File: src/rtl/fpcc_pkg.sv
package fpcc_pkg;
  localparam int CC_W   = 4;
  localparam int CODE_W = 5;
  localparam int SEL_W  = CODE_W - 1;

  localparam int CC_N   = 0;
  localparam int CC_Z   = 1;
  localparam int CC_I   = 2;
  localparam int CC_NAN = 3;

  typedef logic [CC_W-1:0] cc_t;

  typedef enum logic [SEL_W-1:0] {
    P_F, P_EQ, P_OGT, P_OGE, P_OLT, P_OLE, P_OGL, P_OR,
    P_UN, P_UEQ, P_UGT, P_UGE, P_ULT, P_ULE, P_NE, P_T
  } pred_e;

  function automatic cc_t cc_encode(input logic sign, input logic zero,
                                    input logic inf, input logic nan,
                                    input logic is_cmp, input logic unord);
    cc_t  c;
    logic n_any;
    n_any     = nan | (is_cmp & unord);
    c[CC_N]   = sign;
    c[CC_NAN] = n_any;
    c[CC_I]   = inf & ~n_any;
    c[CC_Z]   = zero & ~n_any & ~inf;
    return c;
  endfunction

  function automatic logic pred_eval(input cc_t c, input logic [SEL_W-1:0] sel);
    logic n, z, u;
    logic r;
    n = c[CC_N];
    z = c[CC_Z];
    u = c[CC_NAN];
    case (pred_e'(sel))
      P_F:     r = 1'b0;
      P_EQ:    r = z;
      P_OGT:   r = ~u & ~z & ~n;
      P_OGE:   r = z | (~u & ~n);
      P_OLT:   r = n & ~u & ~z;
      P_OLE:   r = z | (n & ~u);
      P_OGL:   r = ~u & ~z;
      P_OR:    r = ~u;
      P_UN:    r = u;
      P_UEQ:   r = u | z;
      P_UGT:   r = u | (~n & ~z);
      P_UGE:   r = u | z | ~n;
      P_ULT:   r = u | (n & ~z);
      P_ULE:   r = u | z | n;
      P_NE:    r = ~z;
      default: r = 1'b1;
    endcase
    return r;
  endfunction
endpackage

File: src/rtl/fpcc_encode.sv
module fpcc_encode
  import fpcc_pkg::*;
(
  input  logic sign,
  input  logic zero,
  input  logic inf,
  input  logic nan,
  input  logic is_cmp,
  input  logic unord,
  output cc_t  next_cc
);
  always_comb next_cc = cc_encode(sign, zero, inf, nan, is_cmp, unord);
endmodule

File: src/rtl/fpcc_state.sv
module fpcc_state
  import fpcc_pkg::*;
(
  input  logic clk,
  input  logic rst_n,
  input  logic load,
  input  logic nan_in,
  input  cc_t  d,
  output cc_t  q
);
  always_ff @(posedge clk) begin
    if (!rst_n)    q <= '0;
    else if (load) q <= d;
  end

  AST_CC_HOLD: assert property (@(posedge clk) disable iff (!rst_n)
    !load |=> $stable(q));
  AST_CC_NAN_LOADED: assert property (@(posedge clk) disable iff (!rst_n)
    (load && nan_in) |=> q[CC_NAN]);
  AST_CC_Z_NAN_EXCL: assert property (@(posedge clk) disable iff (!rst_n)
    !(q[CC_Z] && q[CC_NAN]));
endmodule

File: src/rtl/fpcc_pred_eval.sv
module fpcc_pred_eval
  import fpcc_pkg::*;
#(
  parameter int CODE_W_P = CODE_W
) (
  input  cc_t               cc,
  input  logic              test_valid,
  input  logic [CODE_W_P-1:0] code,
  output logic              result,
  output logic              bsun_evt
);
  localparam int SEL_W_P = CODE_W_P - 1;

  logic nonaware;
  logic raw;

  assign nonaware = code[CODE_W_P-1];
  assign raw      = pred_eval(cc, code[SEL_W_P-1:0]);
  assign result   = test_valid & raw;
  assign bsun_evt = test_valid & nonaware & cc[CC_NAN];
endmodule

File: src/rtl/fpcc_bsun_track.sv
module fpcc_bsun_track (
  input  logic clk,
  input  logic rst_n,
  input  logic evt,
  input  logic clr,
  output logic sticky
);
  always_ff @(posedge clk) begin
    if (!rst_n)    sticky <= 1'b0;
    else if (evt)  sticky <= 1'b1;
    else if (clr)  sticky <= 1'b0;
  end

  AST_STICKY_SET: assert property (@(posedge clk) disable iff (!rst_n)
    evt |=> sticky);
  AST_STICKY_CLR: assert property (@(posedge clk) disable iff (!rst_n)
    (!evt && clr) |=> !sticky);
  AST_STICKY_HOLD: assert property (@(posedge clk) disable iff (!rst_n)
    (!evt && !clr) |=> $stable(sticky));
endmodule

File: src/rtl/fpcc_predicate_unit.sv
module fpcc_predicate_unit
  import fpcc_pkg::*;
#(
  parameter int CODE_W_P = CODE_W
) (
  input  logic                clk,
  input  logic                rst_n,
  input  logic                upd_valid,
  input  logic                upd_is_cmp,
  input  logic                upd_sign,
  input  logic                upd_zero,
  input  logic                upd_inf,
  input  logic                upd_nan,
  input  logic                upd_unord,
  input  logic                test_valid,
  input  logic [CODE_W_P-1:0] test_code,
  input  logic                bsun_clear,
  output logic [CC_W-1:0]     cc_out,
  output logic                test_result,
  output logic                bsun_pulse,
  output logic                bsun_sticky
);
  cc_t  next_cc;
  cc_t  cc_q;
  logic bsun_evt;

  fpcc_encode u_enc (
    .sign(upd_sign), .zero(upd_zero), .inf(upd_inf), .nan(upd_nan),
    .is_cmp(upd_is_cmp), .unord(upd_unord), .next_cc(next_cc)
  );

  fpcc_state u_state (
    .clk(clk), .rst_n(rst_n), .load(upd_valid),
    .nan_in(upd_nan), .d(next_cc), .q(cc_q)
  );

  fpcc_pred_eval #(.CODE_W_P(CODE_W_P)) u_eval (
    .cc(cc_q), .test_valid(test_valid), .code(test_code),
    .result(test_result), .bsun_evt(bsun_evt)
  );

  fpcc_bsun_track u_bsun (
    .clk(clk), .rst_n(rst_n), .evt(bsun_evt), .clr(bsun_clear),
    .sticky(bsun_sticky)
  );

  assign cc_out     = cc_q;
  assign bsun_pulse = bsun_evt;

  AST_IDLE_FALSE: assert property (@(posedge clk) disable iff (!rst_n)
    !test_valid |-> !test_result);
  AST_AWARE_NO_BSUN: assert property (@(posedge clk) disable iff (!rst_n)
    (test_valid && !test_code[CODE_W_P-1]) |-> !bsun_pulse);
  AST_UN_GT_FALSE: assert property (@(posedge clk) disable iff (!rst_n)
    (test_valid && cc_out[CC_NAN] && test_code[CODE_W_P-2:0] == 4'b0010)
      |-> !test_result);
  AST_UN_NGT_TRUE: assert property (@(posedge clk) disable iff (!rst_n)
    (test_valid && cc_out[CC_NAN] && test_code[CODE_W_P-2:0] == 4'b1101)
      |-> test_result);
endmodule

File: config.mk
export PLATFORM = sky130hd
export DESIGN_NAME = fpcc_predicate_unit
export DESIGN_NICKNAME = d
export VERILOG_FILES = /design/src/rtl/fpcc_pkg.sv /design/src/rtl/fpcc_encode.sv /design/src/rtl/fpcc_state.sv /design/src/rtl/fpcc_pred_eval.sv /design/src/rtl/fpcc_bsun_track.sv /design/src/rtl/fpcc_predicate_unit.sv
export SDC_FILE = /design/constraint.sdc
export NUM_CORES = 1
export LEC_CHECK = 0
export BUFFER_PORTS_ARGS = -buffer_cell sky130_fd_sc_hd__buf_4
export CAP_MARGIN = 0
export CELL_PAD_IN_SITES_DETAIL_PLACEMENT = 1
export CELL_PAD_IN_SITES_GLOBAL_PLACEMENT = 2
export CORE_MARGIN = 3
export CORE_UTILIZATION = 18
export DETAILED_ROUTE_END_ITERATION = 10
export PLACE_DENSITY = 0.71
export RECOVER_POWER = 100
export SLEW_MARGIN = 15
export SYNTH_ARGS = -nofsm -noshare
export SYNTH_HDL_FRONTEND = slang
export SYNTH_HIERARCHICAL = 1
export SYNTH_SLANG_ARGS = --single-unit
File: constraint.sdc
create_clock -name clk -period 1.1 [get_ports clk]
set_input_delay 0.165 -clock clk [delete_from_list [all_inputs] [get_ports clk]]
set_output_delay 0.165 -clock clk [all_outputs]
set_load 0.01 [all_outputs]
# Yosys cells after proc, flatten, opt, wreduce, memory -nomap -nowiden
# Cells that the tools add are included.
# classes
reduce_logical,2
n_eq_ne,14
bitwise_logic,27
n_mux,3
# op_table
operator,n
"== test 4 bit, second input constant",7
"== test 4 x 3 -> 1 bit, second input constant",4
case mux 1 bit (15 select lines),1
AND 1 bit,14
"== test 4 x 2 -> 1 bit, second input constant",2
bitwise OR 1 bit,8
NOT 1 bit,5
"== test 4 x 1 -> 1 bit, second input constant",1
zero test 4 bit,1
two-way mux 1 bit,2
nonzero test 2 bit,1
# word_totals
register_bits,5
input_bits,16
wordCells,48
output_inout_bits,7

# Logic depth before layout (Yosys ltp)
# Gate-level depths: netlist (run 1).
# depth
ltp_word,5
ltp_mapped,4
mapped_depth_nobuf,4

# By module
# Netlist (run 1), hierarchy kept.
# by_module_without_submodules
module,cells_each,instances,seq_area_each_um2,area_per_inst_um2
fpcc_state,13,1,80.1,156.4
fpcc_pred_eval,8,1,0.0,58.8
fpcc_bsun_track,3,1,20.0,41.3
fpcc_encode,5,1,0.0,35.0

# Worst setup path after synthesis (run 1)
# No wires, ideal clock.
# synth_timing
path_type,flip-flop to output port
startpoint,register u_state.q[3]
endpoint,output test_result
path_slack_ps,65
required_ps,935
arrival_time_ps,870
path_buffers,0
stages_incl_launch_ff,4
path_cell_list,dfxtp_1 > and2b_1 > o211ai_1 > and3_1
# synth_between
elab_chain_len,5
elab_cells_between_ends,15
cone_classes,1 x mux; 14 x bitwise
# synth_lines
element,line_no,rtl
"start, declared",fpcc_state.sv:9,output cc_t q
"start signal, assigned",fpcc_state.sv:12,if (!rst_n) q <= '0;
"start signal, assigned",fpcc_state.sv:13,else if (load) q <= d;
NOT 1 bit,-,
"AND 1 bit, on equally long branches",-,
bitwise OR 1 bit (tied with other cells),fpcc_pkg.sv:43,P_OLE: r = z | (n & ~u);
case mux 1 bit (15 select lines) (*),fpcc_pkg.sv:37,case (pred_e'(sel))
AND 1 bit (*),fpcc_pred_eval.sv:19,assign result = test_valid & raw;
"end, declared",fpcc_predicate_unit.sv:19,"output logic test_result,"
# Every way passes the cells marked *; elsewhere a longest branch is shown, timed or not.

# Final worst setup path (run 1)
# Same ends and word-level chain as after synthesis.

==> results of run 1 <==
==> placed cells by master, fill, tap and decap left out, types with 2 or more instances in the layout <==
cell                       netlist  routed
sky130_fd_sc_hd__clkbuf_1        0       4
sky130_fd_sc_hd__clkbuf_4        0       5
sky130_fd_sc_hd__dfxtp_1         5       3
sky130_fd_sc_hd__dfxtp_2         0       2
sky130_fd_sc_hd__buf_4           1      17
sky130_fd_sc_hd__mux2i_1         5       5
sky130_fd_sc_hd__buf_6           1       3
sky130_fd_sc_hd__nor2b_1         5       5
==> worst min path at each step <==
stage	cells after the start	slack [ps]	end	startpoint
after floorplan	1	280	u_bsun/sticky	rst_n
after global placement	2	410	u_bsun/sticky	rst_n
after detailed placement	2	410	u_bsun/sticky	rst_n
after CTS	2	150	u_bsun/sticky	rst_n
after global routing	2	150	u_bsun/sticky	rst_n
final	2	160	u_bsun/sticky	rst_n
==> per-layer routing <==
metal,GRT usage,wire (microns),vias to the layer above
li1,-,-,156
met2,0.1401,410,10
met1,0.1009,313,135
met3,0.06250,65,0
met4,0.05114,0,0
met5,0,0,-
==> cell type report <==
cell class                 count  share of cell area
timing repair buffer          25              0.3695
multi-input combinational     21              0.3325
sequential                     5              0.2020
clock buffer                   4             0.05172
tap                           15             0.03695
inverter                       1            0.007389
==> power by group through the flow <==
stage / logic (W) / registers (W) / clock network, W
floorplan: 0.0000434 / 0.000203 / 0
global placement: 0.000118 / 0.000199 / 0
finish: 0.000122 / 0.000196 / 0.000210
CTS: 0.000129 / 0.000196 / 0.000224
detailed placement: 0.000119 / 0.000199 / 0
global route: 0.000134 / 0.000197 / 0.000253
==> metrics by stage <==
stage	worst slack, ps	total power, W	std cells
2_1_floorplan	64.63	0.0002464	29
3_3_place_gp	11.29	0.0003170	66
3_5_place_dp	-5.131	0.0003175	66
4_1_cts	-243.1	0.0005492	71
5_1_grt	-295.2	0.0005829	71
6_report	-224.0	0.0005286	71
==> flip-flops by register name, summed over array words and instances, names as in the netlist <==
signal and flops:
u_bsun/sticky 1, u_state/q 4
==> critical path, cell delays in order (launching register included) <==
cell and delay [ps]:
sky130_fd_sc_hd__dfxtp_2 330, sky130_fd_sc_hd__and2b_1 160, sky130_fd_sc_hd__o211ai_1 150, sky130_fd_sc_hd__and3_1 170, sky130_fd_sc_hd__buf_4 110
==> cell families after synthesis <==
logic type,count (synthesis)
mux,5
compound gates,5
buf+inv,3
simple gates,11
flops,5
==> repair_timing <==
action,in CTS,in global routing
pin swaps,2,0
endpoints found under the hold margin,0,0
resized for setup,5,1
setup buffers,1,0
setup endpoints to repair,2,3
==> impl.org, run 1 <==
** Outcome
- The run finished, with violations left.
- Violated checks :: setup timing

** Synth
- The synthesized design spends more area on one cell type than any other, namely sky130_fd_sc_hd__dfxtp_1.
- Synth Flop Type :: sky130_fd_sc_hd__dfxtp_1
- Post-synth design cell area :: 291.5 sq um
- In the synthesized netlist the async set-or-reset flop fraction comes to 0.
- Multiplexer fraction of the synthesized cell area :: 0.1717
- Of the total synthesized cell area, the portion taken by full adders, half adders and majority gates is 0.
- When the netlist entered floorplanning its net count stood at 45.
- In this run, distinct cell masters in the synthesized netlist total 16.
- Of the total synthesized cell area, the portion taken by XOR and XNOR cells is 0.
- Compound-cell area share of the yosys netlist :: 0.1288
- Part of the Yosys area used for sequential elements :: 0.3433
- Of the total synthesized cell area, the portion taken by AND, OR, NAND and NOR gates is 0.2790.
- Synth top area cells :: sky130_fd_sc_hd__dfxtp_1, sky130_fd_sc_hd__mux2i_1, sky130_fd_sc_hd__nor2b_1, sky130_fd_sc_hd__nor2b_4, sky130_fd_sc_hd__and3_1
- Yosys mapped a number of flops with a built-in enable equal to 0.
- Most common library cells after synthesis :: sky130_fd_sc_hd__dfxtp_1, sky130_fd_sc_hd__mux2i_1, sky130_fd_sc_hd__nor2b_1, sky130_fd_sc_hd__and3_1
- Synth Register Bits :: 5
- The share of synthesized area in the top cell type comes to 0.3433.
- Mean instance size in the synthesized netlist :: 10.05 sq um
- Synthesis produced 29 cells.
- Dominant combinational cell family by area after synthesis :: simple AND/OR/NAND/NOR gates
- The Yosys step of the flow raised 6 warnings.

** Routing
- Detail-routed net length per standard cell :: 11.11 microns
- After detailed routing, the number of remaining DRC violations is 0.
- The first TritonRoute pass finished after 3 iterations.
- Violation count after the first detailed-routing iteration :: 5
- Drt total wl :: 789 microns
- Routed via count :: 301
- Once detail routing completed, the nets flagged for antenna violations numbered 0.
- Dividing the detail-routed via count by the number of cells gives 4.239.

** STA
- Clk_skew :: 3.461 ps
- For the final routed database, the setup TNS stands at -358.9 ps.
- For the finished layout, the period the worst path requires is 1324 ps.
- Measured against its own limit, the worst slew margin works out to 0.8751.
- Post-route clock period utilization :: 1.204
- Setup repair after global routing missed its margin :: yes
- The final hold violation count was 0.
- Final Max Slew Viols :: 0
- Actual transition at the worst max-transition pin :: 186.9 ps
- Worst hold-check slack :: 160.9 ps
- Highest clock rate :: 755.3 MHz
- Smallest setup slack after layout :: -224.0 ps
- Setup Viol. Count Final :: 2

** Critical path
- At the worst endpoint, the required time is 940 ps.
- Startpoint types :: flop
- The setup check on the worst reg-to-reg path leaves a slack of 110 ps.
- Tracing the worst setup path back leads to its startpoint at u_state/q[3].
- Data arrival time of the critical path :: 1160 ps
- Maximum fanout count along the critical path :: 4
- Critical path capture point type :: primary output
- The worst setup path is of the flop to primary output kind.
- The worst register-to-register path ends at u_bsun/sticky.
- Origin of the critical flop-to-flop path :: u_state/q[3]
- R2r worst-path depth :: 4
- The most critical setup path has its endpoint at test_result.

** Placement
- Routability-driven placement finished with a final weighted congestion of 0.6091.
- Summing all placed instances gives a cell area of 471.7 sq um.
- I/O Buffers :: 22

** Clock network
- Clock root buffer :: sky130_fd_sc_hd__clkbuf_4
- In this run, post-CTS hold repair placed 0 buffers.
- In this run the number of H-tree levels came out at 1.
- After clock tree synthesis, the clock-pin slew on the worst setup and hold paths is 40 ps.
- Clock tree from TritonCTS :: done
- The clock net in this run drives a total of 5 sinks.
- Clock latency reported for the late side of the worst-skew pair :: 240 ps
- Total clock buffers created by CTS :: 3
- Counting along the longest clock path gives a buffer depth of 2.

** Floorplanning
- The region available for standard cell placement spans 1415 sq um.
- 23 I/O pins were placed.
- From bottom edge to top edge, the die measures 46.25 microns.
- Placement Rows :: 13
- For this configuration, the core starts out at a cell density of 0.2060.
- The die covers 2139 sq um.
- From left edge to right edge, the die measures 46.25 microns.

** Global routing
- Vias in the first global route :: 337
- The number of antenna violations at the first check in global routing came to 0.
- The first global-routing pass estimated 1352 microns of wire.
- Global route overflow :: 0
- Pin count of the biggest net entering global routing :: 6
- GR Util All Layers :: 0.09471

** Cells and area
- Number of filler cells placed in the layout :: 176
- At the end of the flow the core is filled with cells to 0.3590.
- Layout cells sized above 1 :: 0.5179
- The repair_antennas step left the layout with diodes totalling 0.
- Post-layout nets :: 73
- Footprint of the multi-input gates :: 168.9 sq um
- Design area :: 508.0 sq um
- Registers take 102.6 sq um.
- Layout overhead on the synthesized area :: 74.25%

** Pwr
- The share of total power dissipated in sequential elements is 0.371.
- Static Leakage :: 0.2439 nW
- Summed over all nets, the switching power comes to 0.0001219 W.
- Cell internal power was estimated by the tool at 0.0004068 W.
- The share of total power dissipated in the clock network is 0.398.
- The worst-case IR drop observed on VDD is 0.5529 mV.
- Switching Share :: 0.2305
- Combinational group share of total power :: 0.231
- Areal power density over the cells :: 1041 nW/um^2

** Run
- Number of max-capacitance violations reported :: 0

** Worst hold path
- Worst hold path type :: primary input to flop
(Power assumes the default switching activity.)
==> inputs of run 2 (changes only) <==
- BUFFER_PORTS_ARGS: -buffer_cell sky130_fd_sc_hd__buf_4 -> default
- CORE_AREA: default -> 3 3 40 42
- CORE_MARGIN: 3 -> default
- CORE_UTILIZATION: 18 -> default
- DIE_AREA: default -> 0 0 43 45
- DONT_BUFFER_PORTS: default -> 1
- PLACE_DENSITY: 0.71 -> 0.56
==> impl.org, run 2 (synthesized netlist as in run 1, its figures left out) <==
** STA
- The final hold violation count is 0.
- At the pin with the least slew margin, the transition time is 174.4 ps.
- The tightest hold path in the finished design has a slack of 56.75 ps.
- Setup repair after global routing could not meet its margin everywhere.
- Smallest setup slack after layout :: -167.8 ps
- In this run the tightest slew margin relative to its limit is 0.8827.
- The final max-slew violation count came to 0.
- Setup Viol. Count Final :: 2
- In the final timing run, aggregate negative setup slack is -175.3 ps.
- Fin crit period :: 1268 ps
- Of the available clock period, the critical path in the final layout requires 1.153.
- Timing would allow up to 788.8 MHz.
- For the final database, setup skew stands at 0.02585 ps.

** Global routing
- The first global-routing pass estimated 1069 microns of wire.
- Pin count of the biggest net entering global routing :: 6
- GR Util All Layers :: 0.07744
- Global route overflow :: 0
- Initial antenna violation count :: 0
- The number of global-route vias before repair was 252.

** Routing
- After detailed routing, the average wire length per cell comes to 14.49 microns.
- Violation count after the first detailed-routing iteration :: 0
- Remaining antenna violation count after routing :: 0
- The final route contains 229 vias.
- For this block, the routed nets add up to 710 microns of wire.
- Ratio of routed vias to standard cells :: 4.673
- Number of remaining DRC errors :: 0
- For this run, the detailed router's first-pass iteration total came to 1.

** Cells and area
- Number of standard cells in the layout, taps in and fillers out :: 49
- Layout cells sized above 1 :: 0.2353
- Most frequent cells in the layout :: sky130_fd_sc_hd__mux2i_1, sky130_fd_sc_hd__nor2b_1, sky130_fd_sc_hd__clkbuf_4, sky130_fd_sc_hd__clkbuf_1, sky130_fd_sc_hd__dfxtp_1
- Compared with the post-synthesis result, the final layout area differs by 15.02%.
- Post-layout nets :: 51
- Registers with the highest flip-flop counts :: u_state/q: 4 flops, u_bsun/sticky: 1 flops
- Flip-flop count of the largest register, all copies and words added :: 4
- Counting flops per register, the top entry is u_state/q.
- The number of antenna diodes in the final layout is 0.

** Clock network
- For this design, the sink count on the clock tree is 5.
- Post-CTS setup buffers :: 0
- Max Root-Sink Buffers :: 2
- Clock tree synthesis inserted a total of 3 buffers.
- TritonCTS built the clock tree.
- Hold repair after CTS inserted 0 buffers.
- H-tree levels :: 1
- Clock-pin slew was measured on the worst setup and hold paths at 40 ps.
- Clock latency on the worst-skew pair, taken at its later pin, is 230 ps.
- The root buffer cell chosen for the clock tree is sky130_fd_sc_hd__clkbuf_4.

** Floorplanning
- Die height :: 45 microns
- After floorplanning, the core was divided into 13 placement rows.
- Effective utilization at floorplan :: 0.2269
- Measured along the x axis, the die boundary spans 43 microns.
- In this run the count of I/O pins placed on the die edge is 23.
- The core region is 1285 sq um.
- DIE AREA :: 1935 sq um

** Critical path
- Along the worst path, the maximum fanout reaches 5.
- In this run the critical register-to-register path is launched from u_state/q[3].
- Critical path capture point type :: primary output
- For the worst setup path, the data required time is 940 ps.
- The worst register-to-register path has a depth of 3.
- R2r setup slk :: 130 ps
- CP Class :: flop to primary output
- The most critical setup path has its startpoint at u_state/q[3].
- The worst setup path is launched from a flop.
- R2r endpoint :: u_bsun/sticky
- The most critical setup path has its endpoint at test_result.
- Data arrival time of the critical path :: 1100 ps

** Worst hold path
- In this run the worst hold path is classified as primary input to flop.

** Placement
- The HPWL after detailed placement is 631.4 microns.
- During placement, the flow inserted port buffers numbering 0.
- Routability-driven placement finished with a final weighted congestion of 0.5545.
- Placed insts :: 45

** Outcome
- Run status :: complete, but fails checks
- Violated checks :: setup timing

** Pwr
- Summed over all cells, the static leakage comes to 0.1405 nW.
- In this run the power density over the cells is 1345 nW/um^2.
- Worst IR drop on VDD :: 0.7806 mV

** Run
- Across the run, the number of max-cap violations was 0.
==> run 2: cell types whose count changed in the layout (fill, tap and decap cells not counted) <==
| cell | delta |
|---|---|
| sky130_fd_sc_hd__buf_4 | -16 |
| sky130_fd_sc_hd__buf_6 | -3 |
| sky130_fd_sc_hd__clkbuf_4 | -2 |
| sky130_fd_sc_hd__and3_1 | +1 |
| sky130_fd_sc_hd__and3_4 | -1 |
| sky130_fd_sc_hd__clkbuf_1 | -1 |
| sky130_fd_sc_hd__nor3b_1 | -1 |
| sky130_fd_sc_hd__nor3b_2 | +1 |
==> run 2: timing repair <==
item / 4_1_cts / 5_1_grt
resized for setup: 4 / 0
pin swaps: 2 / 0
cloned: 0 / 0
setup endpoints to repair: 2 / 2
==> run 2: metal layers <==
metal | wire length [microns] | vias to the layer above | GRT usage
li1 | - | 111 | -
met5 | 0 | - | 0
met3 | 103 | 0 | 0.07570
met2 | 397 | 13 | 0.1377
met1 | 209 | 105 | 0.06024
met4 | 0 | 0 | 0.01807
==> run 2: final cells by class <==
cell class | instances | area [sq um]
multi-input cells | 21 | 168.9
flip-flops and latches | 5 | 102.6
inverters | 1 | 3.754
fillers | 151 | 949.7
repair buffers | 3 | 15.01
clock buffers | 4 | 26.28
well taps | 15 | 18.77
==> run 2: through the flow <==
stage	setup WS, ps	area, sq um	power, W	util
after floorplan	64.63	291.5	0.0002464	-
after global placement	86.44	314.1	0.0002506	0.2444
after detailed placement	48.09	314.1	0.0002526	0.2444
after CTS	-176.3	347.8	0.0004683	0.2707
after global routing	-208.9	335.3	0.0004901	0.2610
final	-167.8	335.3	0.0004509	0.2610
==> run 2: worst min path at each step <==
stage               start       endpoint  slack, ps  cells past startpoint
finish              rst_n  u_bsun/sticky         60                      1
global route        rst_n  u_bsun/sticky         50                      1
CTS                 rst_n  u_bsun/sticky         50                      1
detailed placement  rst_n  u_bsun/sticky        290                      1
global placement    rst_n  u_bsun/sticky        280                      1
floorplan           rst_n  u_bsun/sticky        280                      1
==> run 2: worst max-delay path, stage by stage (launching register included) <==
cell	delay [ps]
sky130_fd_sc_hd__dfxtp_2	330
sky130_fd_sc_hd__and2b_1	150
sky130_fd_sc_hd__o211ai_1	150
sky130_fd_sc_hd__and3_1	230
==> run 2: where the power goes <==
group,switching (W),internal [W],total [W]
logic,0.0000203,0.0000278,0.0000481
registers,0.00000797,0.000191,0.000199
clock network,0.0000676,0.000137,0.000204
